[src/rtl/gpio_bank_pkg.sv]
// Package: shared register map, register identifiers and word helpers for
// the GPIO bank. Assumes no more than 64 pins, held as two 32-bit words.
package gpio_bank_pkg;

    localparam int MAXPINS = 64;
    localparam int WORDW   = 32;

    // Register identifiers, decoded from address bits [5:3].
    typedef enum logic [2:0] {
        RID_OE   = 3'b000,
        RID_NONE = 3'b001,
        RID_IN   = 3'b010,
        RID_OUT  = 3'b011,
        RID_IEN  = 3'b100,
        RID_POL  = 3'b101,
        RID_STAT = 3'b110,
        RID_WAKE = 3'b111
    } reg_id_e;

    // Map an address to a register identifier.
    function automatic reg_id_e decode_reg(input logic [5:0] addr);
        return reg_id_e'(addr[5:3]);
    endfunction

    // Replace one 32-bit half of a 64-bit vector.
    function automatic logic [MAXPINS-1:0] word_merge(
        input logic [MAXPINS-1:0] old_v,
        input logic [WORDW-1:0]   data,
        input logic               hi
    );
        logic [MAXPINS-1:0] r;
        r = old_v;
        if (hi) r[2*WORDW-1:WORDW] = data;
        else    r[WORDW-1:0]       = data;
        return r;
    endfunction

    // Pick one 32-bit half of a 64-bit vector.
    function automatic logic [WORDW-1:0] word_pick(
        input logic [MAXPINS-1:0] v,
        input logic               hi
    );
        return hi ? v[2*WORDW-1:WORDW] : v[WORDW-1:0];
    endfunction

endpackage

[src/rtl/gpio_edge_detect.sv]
// Module: per-pin input synchronizer and single-edge detector.
// Passes each pin through two flops, keeps one more delayed sample, and
// flags a transition in the direction its polarity bit selects
// (0 = rising, 1 = falling). Assumes pin_in is asynchronous to clk.
module gpio_edge_detect #(
    parameter int NPINS = 36
) (
    input  logic             clk,
    input  logic             rst_n,
    input  logic [NPINS-1:0] pin_in,
    input  logic [NPINS-1:0] pol,
    output logic [NPINS-1:0] level,
    output logic [NPINS-1:0] edge_hit
);

    logic [NPINS-1:0] meta_q;
    logic [NPINS-1:0] sync_q;
    logic [NPINS-1:0] prev_q;

    for (genvar p = 0; p < NPINS; p++) begin : g_pin
        // Two-flop synchronizer followed by the previous-sample flop.
        always_ff @(posedge clk) begin
            if (!rst_n) begin
                meta_q[p] <= 1'b0;
                sync_q[p] <= 1'b0;
                prev_q[p] <= 1'b0;
            end else begin
                meta_q[p] <= pin_in[p];
                sync_q[p] <= meta_q[p];
                prev_q[p] <= sync_q[p];
            end
        end

        // Edge in the direction selected by the polarity bit.
        always_comb begin
            if (pol[p]) edge_hit[p] = prev_q[p] & ~sync_q[p];
            else        edge_hit[p] = sync_q[p] & ~prev_q[p];
        end
    end

    assign level = sync_q;

endmodule

[src/rtl/gpio_cfg_regs.sv]
// Module: configuration registers of the bank (output enable, output value,
// interrupt enable, polarity, wake enable). Each is NPINS wide and is
// written one 32-bit half at a time. Bits with no pin are not stored.
module gpio_cfg_regs
    import gpio_bank_pkg::*;
#(
    parameter int NPINS = 36
) (
    input  logic             clk,
    input  logic             rst_n,
    input  logic             we,
    input  reg_id_e          wr_id,
    input  logic             hi,
    input  logic [WORDW-1:0] wdata,
    output logic [NPINS-1:0] oe,
    output logic [NPINS-1:0] outv,
    output logic [NPINS-1:0] ien,
    output logic [NPINS-1:0] pol,
    output logic [NPINS-1:0] wake
);

    localparam int NCFG = 5;
    localparam reg_id_e CFG_IDS [NCFG] = '{RID_OE, RID_OUT, RID_IEN, RID_POL, RID_WAKE};

    logic [NPINS-1:0] cfg_q [NCFG];

    for (genvar k = 0; k < NCFG; k++) begin : g_cfg
        logic [MAXPINS-1:0] merged;

        // Merge the written half into the zero-padded current value.
        always_comb begin
            merged = word_merge(MAXPINS'(cfg_q[k]), wdata, hi);
        end

        // Storage for one configuration register.
        always_ff @(posedge clk) begin
            if (!rst_n)                         cfg_q[k] <= '0;
            else if (we && wr_id == CFG_IDS[k]) cfg_q[k] <= merged[NPINS-1:0];
        end
    end

    assign oe   = cfg_q[0];
    assign outv = cfg_q[1];
    assign ien  = cfg_q[2];
    assign pol  = cfg_q[3];
    assign wake = cfg_q[4];

endmodule

[src/rtl/gpio_irq_status.sv]
// Module: interrupt status word with write-one-to-clear, plus the
// registered interrupt and wake outputs. When an edge and a clear hit the
// same bit in the same cycle, the edge wins.
module gpio_irq_status #(
    parameter int NPINS = 36
) (
    input  logic             clk,
    input  logic             rst_n,
    input  logic [NPINS-1:0] edge_hit,
    input  logic [NPINS-1:0] clr_mask,
    input  logic [NPINS-1:0] ien,
    input  logic [NPINS-1:0] wake,
    output logic [NPINS-1:0] status,
    output logic             irq_o,
    output logic             wake_o
);

    logic [NPINS-1:0] status_d;

    // Next status: clear what software asked for, then set new edges.
    always_comb begin
        status_d = (status & ~clr_mask) | edge_hit;
    end

    // Status storage.
    always_ff @(posedge clk) begin
        if (!rst_n) status <= '0;
        else        status <= status_d;
    end

    // Registered aggregate outputs.
    always_ff @(posedge clk) begin
        if (!rst_n) begin
            irq_o  <= 1'b0;
            wake_o <= 1'b0;
        end else begin
            irq_o  <= |(status & ien);
            wake_o <= |(status & wake);
        end
    end

endmodule

[src/rtl/gpio_edge_bank.sv]
// Module: top of the GPIO bank. Decodes the register port, instantiates
// the synchronizer/edge detector, the configuration registers and the
// status logic, and builds the read mux. Assumes 1 <= NPINS <= 64.
// Reads are combinational; writes take effect at the clock edge.
module gpio_edge_bank
    import gpio_bank_pkg::*;
#(
    parameter int NPINS = 36
) (
    input  logic             clk,
    input  logic             rst_n,
    input  logic [5:0]       reg_addr,
    input  logic [31:0]      reg_wdata,
    input  logic             reg_we,
    output logic [31:0]      reg_rdata,
    input  logic [NPINS-1:0] pin_in,
    output logic [NPINS-1:0] pin_out,
    output logic [NPINS-1:0] pin_oe,
    output logic             irq_o,
    output logic             wake_o
);

    reg_id_e          acc_id;
    logic             acc_hi;
    logic [NPINS-1:0] oe_q, out_q, ien_q, pol_q, wake_q;
    logic [NPINS-1:0] level, edge_hit, status_q, clr_mask;
    logic [MAXPINS-1:0] clr_wide;

    // Address decode of the register port.
    always_comb begin
        acc_id = decode_reg(reg_addr);
        acc_hi = reg_addr[2];
    end

    gpio_edge_detect #(.NPINS(NPINS)) u_det (
        .clk      (clk),
        .rst_n    (rst_n),
        .pin_in   (pin_in),
        .pol      (pol_q),
        .level    (level),
        .edge_hit (edge_hit)
    );

    gpio_cfg_regs #(.NPINS(NPINS)) u_cfg (
        .clk   (clk),
        .rst_n (rst_n),
        .we    (reg_we),
        .wr_id (acc_id),
        .hi    (acc_hi),
        .wdata (reg_wdata),
        .oe    (oe_q),
        .outv  (out_q),
        .ien   (ien_q),
        .pol   (pol_q),
        .wake  (wake_q)
    );

    // Write-one-to-clear mask for the selected half of the status word.
    always_comb begin
        clr_wide = '0;
        if (reg_we && acc_id == RID_STAT)
            clr_wide = word_merge('0, reg_wdata, acc_hi);
        clr_mask = clr_wide[NPINS-1:0];
    end

    gpio_irq_status #(.NPINS(NPINS)) u_stat (
        .clk      (clk),
        .rst_n    (rst_n),
        .edge_hit (edge_hit),
        .clr_mask (clr_mask),
        .ien      (ien_q),
        .wake     (wake_q),
        .status   (status_q),
        .irq_o    (irq_o),
        .wake_o   (wake_o)
    );

    // Pin drive: the value leaves only where the output is enabled.
    always_comb begin
        pin_oe  = oe_q;
        pin_out = out_q & oe_q;
    end

    // Read mux; unpopulated bits are zero through the padding.
    always_comb begin
        logic [MAXPINS-1:0] sel_v;
        case (acc_id)
            RID_OE:   sel_v = MAXPINS'(oe_q);
            RID_IN:   sel_v = MAXPINS'(level);
            RID_OUT:  sel_v = MAXPINS'(out_q);
            RID_IEN:  sel_v = MAXPINS'(ien_q);
            RID_POL:  sel_v = MAXPINS'(pol_q);
            RID_STAT: sel_v = MAXPINS'(status_q);
            RID_WAKE: sel_v = MAXPINS'(wake_q);
            default:  sel_v = '0;
        endcase
        reg_rdata = word_pick(sel_v, acc_hi);
    end

endmodule

[config.mk]
export PLATFORM = sky130hd
export DESIGN_NAME = gpio_edge_bank
export DESIGN_NICKNAME = d
export VERILOG_FILES = /design/src/rtl/gpio_bank_pkg.sv /design/src/rtl/gpio_edge_detect.sv /design/src/rtl/gpio_cfg_regs.sv /design/src/rtl/gpio_irq_status.sv /design/src/rtl/gpio_edge_bank.sv
export SDC_FILE = /design/constraint.sdc
export NUM_CORES = 1
export LEC_CHECK = 0
export ABC_AREA = 0
export BUFFER_PORTS_ARGS = -buffer_cell sky130_fd_sc_hd__buf_4
export CAP_MARGIN = 5
export CORE_MARGIN = 10
export CORE_UTILIZATION = 55
export DETAILED_ROUTE_END_ITERATION = 7
export PLACE_DENSITY = 0.87
export SETUP_SLACK_MARGIN = 0.5
export SKIP_CTS_REPAIR_TIMING = 1
export SLEW_MARGIN = 20
export SYNTH_ARGS = -nofsm -noshare
export SYNTH_HDL_FRONTEND = slang
export SYNTH_SLANG_ARGS = --single-unit
[constraint.sdc]
create_clock -name clk -period 6 [get_ports clk]
set_input_delay 0.6 -clock clk [delete_from_list [all_inputs] [get_ports clk]]
set_output_delay 0.6 -clock clk [all_outputs]
set_load 0.05 [all_outputs]
==> results of run 1 <==
==> worst max-delay path, delay by kind of cell <==
family,cells,cell delay (ns)
AOI/OAI and AO/OA,2,0.50
buffers and inverters,3,1.20
and+or+nand+nor,2,0.82
==> cells in the final DEF, fill, tap and decap left out, types with 2 or more instances in the layout <==
| master | count |
|---|---|
| a22oi_1 | 28 |
| buf_4 | 195 |
| o2bb2ai_1 | 23 |
| a221oi_1 | 20 |
| o21a_1 | 38 |
| o22a_1 | 3 |
| mux4_2 | 10 |
| o21ai_0 | 36 |
| nand2_2 | 2 |
| nor4_4 | 2 |
| clkbuf_8 | 4 |
| clkbuf_16 | 37 |
| a222oi_1 | 3 |
| inv_1 | 7 |
| a21boi_1 | 12 |
| nor3_4 | 2 |
| clkinv_1 | 2 |
| clkbuf_1 | 8 |
| a21boi_0 | 24 |
| clkinv_2 | 10 |
| and2_1 | 307 |
| o21ai_2 | 3 |
| o22ai_1 | 10 |
| a22o_1 | 22 |
| nand3_1 | 6 |
| nor2_1 | 59 |
| edfxtp_1 | 180 |
| and3b_1 | 2 |
| nand2_1 | 97 |
| nand4_1 | 6 |
| o21ai_4 | 2 |
| a21oi_1 | 27 |
| a211oi_1 | 7 |
| mux2_2 | 15 |
| o31a_1 | 3 |
| dfxtp_1 | 146 |
| mux2i_1 | 48 |
==> through the flow <==
stage / power [uW] / setup slack [ns] / cells / instance area, um2 / hold slack, ns
4_1_cts: 5310 / 2.29 / 1757 / 16900 / 0.285
5_1_grt: 5450 / 2.17 / 1757 / 17000 / 0.289
3_3_place_gp: 3250 / 2.29 / 1694 / 15800 / 0.416
3_5_place_dp: 3270 / 2.28 / 1694 / 15800 / 0.417
6_report: 5310 / 2.25 / 1758 / 17000 / 0.295
2_1_floorplan: 3010 / 1.94 / 1238 / 14300 / 0.412
==> synthesized netlist by cell type, drive strengths merged, types with 6 or more instances <==
| library cell | n | area [um2] |
|---|---|---|
| a21boi | 36 | 270 |
| a211oi | 7 | 52.6 |
| nor2 | 61 | 234 |
| and2 | 307 | 1920 |
| a22o | 22 | 193 |
| o21a | 38 | 285 |
| edfxtp | 180 | 5410 |
| mux2 | 15 | 169 |
| mux4 | 10 | 225 |
| o21ai | 41 | 205 |
| dfxtp | 146 | 2920 |
| o22ai | 10 | 62.6 |
| inv | 8 | 30.0 |
| clkbuf | 35 | 136 |
| a221oi | 20 | 175 |
| nand3 | 6 | 30.0 |
| nand4 | 6 | 37.5 |
| mux2i | 48 | 480 |
| o2bb2ai | 23 | 201 |
| a22oi | 28 | 210 |
| nand2 | 99 | 377 |
| a21oi | 27 | 135 |
| buf | 34 | 248 |
==> worst paths after layout <==
path | start | endpoint | slack [ns] | cells after the start
max | reg_addr[3] | reg_rdata[1] | 2.25 | 7
min | pin_in[18] | u_det.meta_q[18] | 0.30 | 2
max reg2reg | u_cfg.cfg_q[2][14] | u_stat.irq_o | 4.26 | 4
min reg2reg | u_det.meta_q[30] | u_det.level[30] | 0.42 | 1
==> layout make-up <==
| type | instances | area (um2) |
|---|---|---|
| diodes | 1 | 2.50 |
| multi-input cells | 835 | 5610 |
| fillers | 1864 | 8440 |
| repair buffers | 195 | 1460 |
| clock buffers | 49 | 1010 |
| flip-flops and latches | 326 | 8330 |
| well taps | 330 | 413 |
| clock inverters | 14 | 95.1 |
| inverters | 8 | 30.0 |
==> flip-flops by register name, summed over array words and instances (netlist names) <==
name	count
u_cfg.cfg_q	180
u_det.level	36
u_det.meta_q	36
u_det.prev_q	36
u_stat.irq_o	1
u_stat.status	36
u_stat.wake_o	1
==> cell families (layout without fill, tap and decap cells) <==
logic type / after synthesis / in the layout
multiplexers: 73 / 73
AND/OR/NAND/NOR: 496 / 496
buffers and inverters: 77 / 266
other: 0 / 1
flip-flops: 326 / 326
AO/OA/AOI/OAI: 266 / 266
==> report_power, final <==
part / internal [uW] / leakage (uW) / switching [uW]
registers: 2480 / 0.00292 / 106
logic: 225 / 0.00312 / 431
clock network: 1220 / 0.000551 / 850
total: 3920 / 0.00658 / 1390
==> metal layers <==
| metal | GRT usage | up-vias | wire [um] | part of all wire |
|---|---|---|---|---|
| li1 | - | 4763 | - | - |
| met1 | 0.323 | 5178 | 16100 | 0.37 |
| met2 | 0.401 | 841 | 20100 | 0.46 |
| met3 | 0.0773 | 133 | 5870 | 0.13 |
| met4 | 0.0989 | 2 | 1570 | 0.036 |
| met5 | 0 | - | 13 | 0.00030 |
==> run_results.csv, run 1 <==
group,metric,value,unit
cts,cts_root_buf,"clkbuf_16",
sta,rsz0062_at_grt,"no",
sta,slew_headroom,0.333,
logic_synthesis,synth_mux_area_frac,0.0611,
setup_path,crit_type,"in -> out",
sta,worstMarginPinSlew,0.995,ns
sta,slew_viol_final,0,
setup_path,crit_chain,"buf_4, buf_4, nand2_2, nor2_1, a221oi_1, o22ai_1, buf_4",
logic_synthesis,synth.yosys.seq_area_share,0.582,
floorplan,row_count,58,
logic_synthesis,syn_area,0.0143,mm2
sta,fmax,267,MHz
cts,clock_tree.buffer_depth,3,
detailed_routing,drt_wl_total,43600,um
logic_synthesis,synth-xor-area-share,0,
cells_and_area,layout-drive-gt1-share,0.204,
sta,setup_violations,0,
detailed_routing,vias,10900,
pwr,leakagePower,0.00658,uW
sta,fin_skew,0.00928,ns
cts,cts_tree,"done",
place,gp_congestion,0.948,
setup_path,critical_path_arrival,3.15,ns
sta,fin_crit_sh,0.624,
sta,period_minus_slack,3.75,ns
floorplan,die_area,0.0329,mm2
cts,clkSlewWorstSetupHoldPaths,0.06,ns
detailed_routing,drtPass1Iterations,5,
logic_synthesis,synthArstFlopShare,0,
grt,overflow,0,
cts,numCtsBuffers,35,
floorplan,die_h,181,um
place,post-dp-hpwl,28800,um
logic_synthesis,synthAdderAreaFrac,0,
detailed_routing,viasPerCell,6.21,
detailed_routing,route.detailed.drc,0,
floorplan,die_x,181,um
pwr,power_density,313,mW/mm2
run,max_cap_viol_count,0,
logic_synthesis,synth_fp_nets,1315,
setup_path,slowest_stage,"nor2_1",
cells_and_area,area_delta_synth_final,18.5,%
setup_path,cp_common_cell,"buf_4",
logic_synthesis,synthFlopType,"edfxtp_1",
logic_synthesis,ys_warn_count,0,
sta,setup-tns-final,0,ns
setup_path,crit_fanout,36,
grt,grt_pass1_wl,65700,um
grt,grt_pass1_vias,10900,
logic_synthesis,synth-seq-cells,326,
floorplan,core,0.0254,mm2
logic_synthesis,yosys.area_share.simple,0.194,
detailed_routing,wl_per_cell,24.8,um
setup_path,cp-end-kind,"primary output",
logic_synthesis,avgSynthCellArea,11.6,um2
grt,grtUsageTotal,0.255,
cells_and_area,finish.utilization,0.668,
floorplan,num_io_pins,183,
logic_synthesis,synth_compound_area_frac,0.134,
logic_synthesis,ys_types,52,
logic_synthesis,synth-edff-count,180,
hold_path,hold_class,"in -> reg",
detailed_routing,ant_nets,0,
place,io_buffers,180,
setup_path,crit_path_max_incr_delay,0.64,ns
detailed_routing,drtIter0Drc,1343,
setup_path,critPathRequiredTime,5.40,ns
logic_synthesis,syn-instance-count,1238,
cts,cts_max_level,2,
floorplan,initial_core_util,0.564,
cts,cts_sinks,326,
logic_synthesis,synth_top_family_by_area,"simple AND/OR/NAND/NOR gates",
cts,clk_latency,0.51,ns
grt,grt_max_degree,89,
pwr,irDropWorstVdd,0.333,mV
setup_path,cp-start-kind,"input pin",
sta,hold_viol_final,0,
status,status,"completed",
cells_and_area,nets,1478,
grt,antenna_found_initial,1,
Power figures use the tool's default switching activity.
==> run 2, diff against run 1 <==
Settings changed: CORE_UTILIZATION 55 to 52.
Clock period 6 ns to 3 ns, I/O delays scaled along.
==> run 2 against run 1 <==
Against the previous run: the run now ends with negative hold slack left; register-to-register slack lost 3.0 ns; worst hold slack got worse by 0.31 ns; global-route usage rose by 0.30 points; sequential power is 100% higher; first-iteration DRC count is 8.2% higher; worst setup slack got worse by 1.7 ns; critical path depth did not move; clock skew rose by 0.011 ns; utilization shrank 2.4 points; clock power up 110%; final cell count grew 2.8%; critical path type unchanged; largest power group unchanged.
==> run_results.csv, run 2 (synthesized netlist as in run 1, its figures left out) <==
group,metric,value,unit
sta,period_minus_slack,2.45,ns
place,io_buffers,180,
detailed_routing,viasPerCell,6.13,
cells_and_area,final_common_cell,"and2_1",
pwr,leakagePower,0.00681,uW
setup_path,startpoint,"reg_addr[4]",
setup_path,critical_path.endpoint,"reg_rdata[18]",
cts,numCtsBuffers,35,
floorplan,die_x,186,um
cts,cts_sinks,326,
sta,setup-tns-final,0,ns
cells_and_area,num-fill-cells,2063,
detailed_routing,route.detailed.drc,0,
cts,clk_latency,0.52,ns
detailed_routing,drt_wl_total,45400,um
pwr,irDropWorstVdd,0.384,mV
cts,clkSlewWorstSetupHoldPaths,0.06,ns
setup_path,crit_type,"in -> out",
detailed_routing,ant_nets,0,
floorplan,die_h,186,um
setup_path,r2r_cells,4,
sta,worstMarginPinSlew,0.660,ns
sta,setup_violations,0,
grt,grt_pass1_wl,67500,um
detailed_routing,vias,11100,
cts,cts_root_buf,"clkbuf_16",
pwr,total_power,10900,uW
cts,cts_tree,"done",
setup_path,critical_path_arrival,2.15,ns
cells_and_area,largest_register_ffs,180,
sta,hold_viol_final,8,
setup_path,critPathRequiredTime,2.70,ns
setup_path,cp-end-kind,"primary output",
floorplan,core,0.0270,mm2
detailed_routing,wl_per_cell,25.1,um
grt,overflow,0,
sta,fmax,408,MHz
status,status,"finished, violations left",
floorplan,row_count,60,
grt,grtUsageTotal,0.258,
cells_and_area,layout-drive-gt1-share,0.218,
cts,cts_max_level,2,
detailed_routing,drtIter0Drc,1453,
grt,grt_max_degree,157,
sta,slew_headroom,0.560,
setup_path,rrSetupSlack,1.27,ns
cells_and_area,antennaDiodeCount,0,
floorplan,initial_core_util,0.530,
pwr,power_density,625,mW/mm2
grt,grt_pass1_vias,11100,
place,gp_congestion,1.01,
setup_path,cp-start-kind,"input pin",
place,post-dp-hpwl,30800,um
hold_path,hold_class,"in -> reg",
setup_path,timing.rr.end,"u_stat.irq_o",
grt,antenna_found_initial,0,
cts,clock_tree.buffer_depth,3,
sta,fin_crit_sh,0.817,
cells_and_area,top_register,"u_cfg.cfg_q",
detailed_routing,drtPass1Iterations,6,
cells_and_area,nets,1518,
sta,timing.hold.ws,-0.0136,ns
run,max_cap_viol_count,0,
setup_path,crit_fanout,29,
sta,fin_skew,0.0206,ns
sta,slew_viol_final,0,
sta,rsz0062_at_grt,"no",
floorplan,die_area,0.0346,mm2
cells_and_area,area_delta_synth_final,21.5,%
cells_and_area,final_cell_mix,"and2_1, buf_4, edfxtp_1",
setup_path,r2r-start,"u_cfg.cfg_q[2][24]",
status,violations,"negative hold slack",
floorplan,num_io_pins,183,
run 2: changes by cell type in the layout (fill, tap and decap cells not counted), sizes merged:
cell,change
dlygate4sd3,+14
clkinvlp,+1
buf,+26
clkbuf,+5
clkinv,-6
diode,-1
run 2: worst max-delay path, cell delays in order:
cell and delay, ns:
buf_4 0.38, inv_1 0.25, buf_12 0.24, o32ai_1 0.38
a221oi_1 0.09, nor2_1 0.22, buf_4 0.25
run 2: how the worst min path moves through the flow:
stage	slack (ns)	depth (start not counted)	end	start
6_report	-0.01	2	u_det.meta_q[35]	pin_in[35]
5_1_grt	0.0009	2	u_det.meta_q[26]	pin_in[26]
4_1_cts	-0.02	2	u_det.meta_q[20]	pin_in[20]
3_5_place_dp	0.42	1	u_det.level[18]	u_det.meta_q[18]
3_3_place_gp	0.42	1	u_det.level[26]	u_det.meta_q[26]
2_1_floorplan	0.41	1	u_det.level[0]	u_det.meta_q[0]
run 2: area by class of cell:
class / instances / area (um2) / area share
clock buffer: 54 / 1090 / 0.0628
tap: 341 / 427 / 0.0245
timing repair buffer: 235 / 1820 / 0.105
multi-input combinational: 835 / 5610 / 0.323
sequential: 326 / 8330 / 0.479
clock inverter: 9 / 73.8 / 0.00425
inverter: 8 / 30.0 / 0.00173
run 2: layer usage:
metal	track usage	up-vias	wire [um]
met4	0.0984	0	1660
met1	0.328	5367	16900
met5	0	-	0
li1	-	4834	-
met3	0.0579	137	5360
met2	0.420	754	21500
run 2: where the power goes:
part	switching [uW]	internal [uW]	leakage [uW]
clock	1740	2600	0.000574
combinational	875	489	0.00332
sequential	214	4950	0.00292
total	2820	8040	0.00681
run 2: metrics by stage:
stage / worst slack, ns / hold WS, ns / cell area (um2) / util / cells
detailed placement: 0.480 / 0.418 / 16100 / 0.595 / 1731
CTS: 0.507 / -0.0184 / 17200 / 0.638 / 1794
floorplan: 0.401 / 0.412 / 14300 / - / 1238
finish: 0.549 / -0.0136 / 17400 / 0.643 / 1808
global route: 0.520 / 0.000876 / 17400 / 0.643 / 1808
global placement: 0.541 / 0.417 / 16100 / 0.595 / 1731
